$ cat src/rtl/sysclk_pkg.sv
package sysclk_pkg;
  localparam int unsigned NSRC  = 4;
  localparam int unsigned SEL_W = $clog2(NSRC);

  typedef enum logic [SEL_W-1:0] {
    SRC_MSI = 2'd0,
    SRC_HSI = 2'd1,
    SRC_EXT = 2'd2,
    SRC_PLL = 2'd3
  } src_e;
endpackage

$ cat src/rtl/sysclk_sel_reg.sv
module sysclk_sel_reg
  import sysclk_pkg::*;
#(
  parameter int unsigned W        = SEL_W,
  parameter logic [W-1:0] FALLBACK = SRC_MSI
) (
  input  logic         clk_i,
  input  logic         rst_ni,
  input  logic         force_i,
  input  logic         wr_i,
  input  logic [W-1:0] wdata_i,
  output logic [W-1:0] sel_o
);
  logic [W-1:0] sel_q;

  // force outranks software so a failed source is never re-requested
  always_ff @(posedge clk_i or negedge rst_ni) begin
    if (!rst_ni)      sel_q <= FALLBACK;
    else if (force_i) sel_q <= FALLBACK;
    else if (wr_i)    sel_q <= wdata_i;
  end

  assign sel_o = sel_q;

  a_r5_write_takes: assert property (@(posedge clk_i) disable iff (!rst_ni)
    (wr_i && !force_i) |=> (sel_q == $past(wdata_i)));
  a_r11_force_clears_sel: assert property (@(posedge clk_i) disable iff (!rst_ni)
    force_i |=> (sel_q == FALLBACK));
endmodule

$ cat src/rtl/sysclk_guard.sv
module sysclk_guard
  import sysclk_pkg::*;
#(
  parameter int unsigned W = SEL_W
) (
  input  logic [W-1:0] act_i,
  input  logic         css_en_i,
  input  logic         ext_fail_i,
  input  logic         pll_src_ext_i,
  input  logic         wake_i,
  output logic         force_o
);
  logic ext_in_use;
  logic fail_hit;

  always_comb begin
    ext_in_use = (act_i == SRC_EXT) || ((act_i == SRC_PLL) && pll_src_ext_i);
    fail_hit   = css_en_i && ext_fail_i && ext_in_use;
    force_o    = wake_i || fail_hit;
  end
endmodule

$ cat src/rtl/sysclk_active_reg.sv
module sysclk_active_reg
  import sysclk_pkg::*;
#(
  parameter int unsigned N        = NSRC,
  parameter int unsigned W        = SEL_W,
  parameter logic [W-1:0] FALLBACK = SRC_MSI
) (
  input  logic         clk_i,
  input  logic         rst_ni,
  input  logic         force_i,
  input  logic         wr_i,
  input  logic [W-1:0] sel_i,
  input  logic [N-1:0] rdy_i,
  output logic [W-1:0] act_o
);
  logic [W-1:0] act_q;
  logic         tgt_rdy;
  logic         do_switch;

  always_comb begin
    tgt_rdy   = rdy_i[sel_i];
    // a write edge never switches: the old request is about to be replaced
    do_switch = !wr_i && tgt_rdy && (sel_i != act_q);
  end

  always_ff @(posedge clk_i or negedge rst_ni) begin
    if (!rst_ni)        act_q <= FALLBACK;
    else if (force_i)   act_q <= FALLBACK;
    else if (do_switch) act_q <= sel_i;
  end

  assign act_o = act_q;

  a_r3_switch_when_ready: assert property (@(posedge clk_i) disable iff (!rst_ni)
    (!force_i && !wr_i && rdy_i[sel_i]) |=> (act_q == $past(sel_i)));
  a_r4_hold_not_ready: assert property (@(posedge clk_i) disable iff (!rst_ni)
    (!force_i && !rdy_i[sel_i]) |=> $stable(act_q));
  a_r6_no_change_on_write: assert property (@(posedge clk_i) disable iff (!rst_ni)
    (wr_i && !force_i) |=> $stable(act_q));
endmodule

$ cat src/rtl/sysclk_switch.sv
module sysclk_switch
  import sysclk_pkg::*;
#(
  parameter int unsigned N        = NSRC,
  parameter int unsigned W        = SEL_W,
  parameter int unsigned BYTE_W   = 8,
  parameter int unsigned STAT_LSB = 2
) (
  input  logic              clk_i,
  input  logic              rst_ni,
  input  logic              sel_wr_i,
  input  logic [W-1:0]      sel_wdata_i,
  input  logic [N-1:0]      rdy_i,
  input  logic              css_en_i,
  input  logic              ext_fail_i,
  input  logic              pll_src_ext_i,
  input  logic              wake_i,
  output logic [W-1:0]      sel_o,
  output logic [W-1:0]      stat_o,
  output logic [BYTE_W-1:0] stat_byte_o
);
  localparam int unsigned PAD_W = BYTE_W - W - STAT_LSB;
  localparam logic [W-1:0] FALLBACK = SRC_MSI;

  logic [W-1:0] sel;
  logic [W-1:0] act;
  logic         force_fb;

  sysclk_guard #(.W(W)) u_guard (
    .act_i        (act),
    .css_en_i     (css_en_i),
    .ext_fail_i   (ext_fail_i),
    .pll_src_ext_i(pll_src_ext_i),
    .wake_i       (wake_i),
    .force_o      (force_fb)
  );

  sysclk_sel_reg #(.W(W), .FALLBACK(FALLBACK)) u_sel (
    .clk_i  (clk_i),
    .rst_ni (rst_ni),
    .force_i(force_fb),
    .wr_i   (sel_wr_i),
    .wdata_i(sel_wdata_i),
    .sel_o  (sel)
  );

  sysclk_active_reg #(.N(N), .W(W), .FALLBACK(FALLBACK)) u_act (
    .clk_i  (clk_i),
    .rst_ni (rst_ni),
    .force_i(force_fb),
    .wr_i   (sel_wr_i),
    .sel_i  (sel),
    .rdy_i  (rdy_i),
    .act_o  (act)
  );

  assign sel_o       = sel;
  assign stat_o      = act;
  assign stat_byte_o = {{PAD_W{1'b0}}, act, {STAT_LSB{1'b0}}};

  a_r7_r8_fail_fallback: assert property (@(posedge clk_i) disable iff (!rst_ni)
    (css_en_i && ext_fail_i &&
     ((stat_o == SRC_EXT) || ((stat_o == SRC_PLL) && pll_src_ext_i)))
    |=> (stat_o == FALLBACK) && (sel_o == FALLBACK));
  a_r9_fail_ignored: assert property (@(posedge clk_i) disable iff (!rst_ni)
    (!css_en_i && !wake_i && !sel_wr_i && !rdy_i[sel_o]) |=> $stable(stat_o));
  a_r10_wake_default: assert property (@(posedge clk_i) disable iff (!rst_ni)
    wake_i |=> (stat_o == FALLBACK) && (sel_o == FALLBACK));
endmodule

$ cat config.mk
export PLATFORM = sky130hd
export DESIGN_NAME = sysclk_switch
export DESIGN_NICKNAME = d
export VERILOG_FILES = /design/src/rtl/sysclk_pkg.sv /design/src/rtl/sysclk_sel_reg.sv /design/src/rtl/sysclk_guard.sv /design/src/rtl/sysclk_active_reg.sv /design/src/rtl/sysclk_switch.sv
export SDC_FILE = /design/constraint.sdc
export NUM_CORES = 1
export LEC_CHECK = 0
export BUFFER_PORTS_ARGS = -buffer_cell sky130_fd_sc_hd__buf_4
export CORE_AREA = 10 10 47 49
export CTS_CLUSTER_SIZE = 24
export DETAILED_ROUTE_END_ITERATION = 16
export DIE_AREA = 0 0 57 59
export GPL_ROUTABILITY_DRIVEN = 1
export GPL_TIMING_DRIVEN = 1
export PLACE_DENSITY = 0.49
export SLEW_MARGIN = 10
export SYNTH_ARGS = -nofsm -noshare
export SYNTH_HDL_FRONTEND = slang
export SYNTH_SLANG_ARGS = --single-unit
$ cat constraint.sdc
create_clock -name clk_i -period 1.58 [get_ports clk_i]
set_input_delay 0.079 -clock clk_i [delete_from_list [all_inputs] [get_ports clk_i]]
set_output_delay 0.079 -clock clk_i [all_outputs]
set_load 0.01 [all_outputs]
==> impl_results.md <==
- Status: finished, final reports clean
- Clock Skews: roughly 0.00063 ns
- Die height: between 50 and 60 um
- Hold Path Sink: u_sel.sel_o[0]$_DFFE_PN0P_
- Worst IR drop on VDD: 0.0003525 V
- Fin. max-slew vios: 0
- Largest net degree at the start of global routing: 6
- Commonest non-fill, non-tap cell in the layout: buf_4
- Worst R2R Setup Slack: approximately 0.35 ns
- Met1 GRT Util: 4.716%
- Arrival time worst endpoint: 1.37 ns
- WL/cell: 11.49 um
- Area Growth Syn to Fin: 47.95%
- Unique masters post-synth: 15
- First-pass GRT wire length: approximately 1200 um
- Layout cell share with drive strength beyond 1: a little under half
- CTS Buffer Depth: 2
- H-tree depth: 1
- Final Instance Count excl. Fillers: between 60 and 70
- Pleak: approximately 0.00023 uW
- Synthesized instance count: 33
- GR Util met3: roughly 4.7%
- Post_cts resized: 0
- Port bufs: 18
- Avg Inst Size Synth: 9.251 um2
- Met2 Resource Use GR: 6.202%
- Required time worst endpoint: 1.73 ns
- Synth Register Bits: 4
- Post-layout util: ~32%
- Hold slack: between 0.1 and 0.15 ns
- Most frequent cells in the layout: 18 x buf_4, 6 x conb_1, 4 x nor2b_1, 4 x dfrtp_1
- Vias: approximately 260
- RSZ-0062 raised after global routing: no
- Critical path endpoint category: flop
- FF-to-FF path depth: 3
- Area after DPL: 419.2 um2
- Fin crit share: between 70% and 80%
- Final nets: 67
- Starting Density: between 20% and 30%
- Achievable frequency: around 810 MHz
- DRT Pass-1 Iters: 2
- Clock transition at path regs: 0.03 ns
- Startpoint class of the critical path: flop
- # rows: 14
- Number of buffers created by CTS: 3
- Final hold vios: 0
- Clock latency on the worst-skew pair: 0.23 ns
- Worst R2R Start: u_sel.sel_o[1]$_DFFE_PN0P_
- Die W: roughly 57 um
- Initial antenna violation count: 0
- Die ar.: ~3400 um2
- Root buf cell: clkbuf_4
- Hold Crit Class: input port to flop
- Slowest stage delay, CP: 0.42 ns
- Vias in the first global route: around 290
- Total clock sinks: 4
- Gr busiest metal: met2
- Synth Warn #: 0
- IO Count: 25
- CTS tree: yes
- Gr usage total: 4.524%
- Post-CTS Setup Bufs: 0
- Cell taking the most area after synthesis: dfrtp_1
- Min-delay src: sel_wdata_i[0]
- Crit path time final: ~1.2 ns
- Hold path cells: 3
- Antenna cells: 0
- Detailed Route WL: approximately 780 um
- Crit Path Category: flop to flop
- P per Cell Area: roughly 670 nW/um2
- Final GP Congestion: between 0.6 and 0.7
- Core footprint: approximately 1400 um2
- CTS hold repair buffers: 1
- Top cells by area, synth: dfrtp_1 33%, buf_4 20%, nor2b_1 8.2%
- DRC: 0
- Mapped cell area: about 310 um2
- DRT antenna net count: 0
- TNS Setup: 0 ns
- CP max stage cell: dfrtp_1
- Seq/Total Area, Yosys: 32.79%
- Crit-path cells: mux2_4 > a22oi_2 > mux2i_1
- Placed insts: between 60 and 70
- Max cap viols: 0
- Vias/cell: approximately 3.9
- Top cell type's share of synthesized area: 32.79%
- Worst setup path start: u_sel.sel_o[1]$_DFFE_PN0P_
- Post-layout instance area: 451.7 um2
- Grt ovf: 0
- Drt initial violations: 2
- Reg2reg end: u_act.act_o[1]$_DFFE_PN0P_
- Setup-failing EPs final: 0
- Worst Path Max Fanout: 5
[metrics by stage]
step / power (uW) / setup slack [ns]
after global placement: 182.9 / 0.3832
final: 301.7 / 0.3514
after detailed placement: 182.5 / 0.3425
after global routing: 329.0 / 0.2764
after CTS: 310.3 / 0.3329
after floorplan: 156.7 / 0.3811
[cell type report]
cell class | instances | area, um2
Fill cell | 156 | 949.7
Multi-Input combinational cell | 26 | 163.9
Timing Repair Buffer | 19 | 145.1
Sequential cell | 4 | 100.1
Clock buffer | 3 | 22.52
Tap cell | 16 | 20.02
[power by group]
part | internal, uW | switching (uW) | total [uW] | leakage (uW)
registers | 107 | 4.56 | 112 | 0.0000543
clock network | 84.5 | 34.7 | 119 | 0.0000138
logic | 41.3 | 29.3 | 70.6 | 0.000165
total | 233 | 68.6 | 302 | 0.000233
[cells in the mapped netlist (all sizes together)]
library cell	count
mux2	2
a22oi	1
o21ai	2
nand3	1
mux2i	2
dfrtp	4
buf	8
a21oi	2
nor2b	4
conb	1
o21bai	1
nor2	3
a21bo	1
nand2	1
[flip-flops by register name, indices dropped and copies added (netlist names)]
| signal | flops |
|---|---|
| u_sel.sel_o | 2 |
| u_act.act_o | 2 |
[routing by layer]
| layer | wire length, um | vias up | share of wire (%) |
|---|---|---|---|
| li1 | - | 137 | - |
| met1 | 304 | 112 | 39 |
| met2 | 361 | 14 | 46 |
| met3 | 114 | 0 | 15 |
| met4 | 0 | 0 | 0 |
| met5 | 0 | - | 0 |
[worst max-delay path: cells and delay by family, from the launching register on]
kind | cells | cell delay, ns
AOI/OAI and AO/OA | 1 | 0.19
DFF | 1 | 0.42
muxes | 2 | 0.53
[logic make-up (layout without fill, tap and decap cells)]
kind of cell           count (synthesis)  count (layout)  share of synthesized area (%)
and+or+nand+nor                        9               9                          14.75
buffers and inverters                  8              22                          19.67
AOI/OAI and AO/OA                      7               7                          16.39
muxes                                  4               4                          15.16
DFF                                    4               4                          32.79
other                                  1               6                          1.228
[worst max-delay path by stage]
stage	endpoint	cells after the start
after floorplan	u_act.act_o[1]$_DFFE_PN0P_	3
after global placement	u_act.act_o[1]$_DFFE_PN0P_	3
after detailed placement	u_act.act_o[1]$_DFFE_PN0P_	3
after CTS	u_act.act_o[1]$_DFFE_PN0P_	3
after global routing	u_act.act_o[1]$_DFFE_PN0P_	3
final	u_act.act_o[1]$_DFFE_PN0P_	3
No activity file was read; power rests on OpenSTA's default activity.
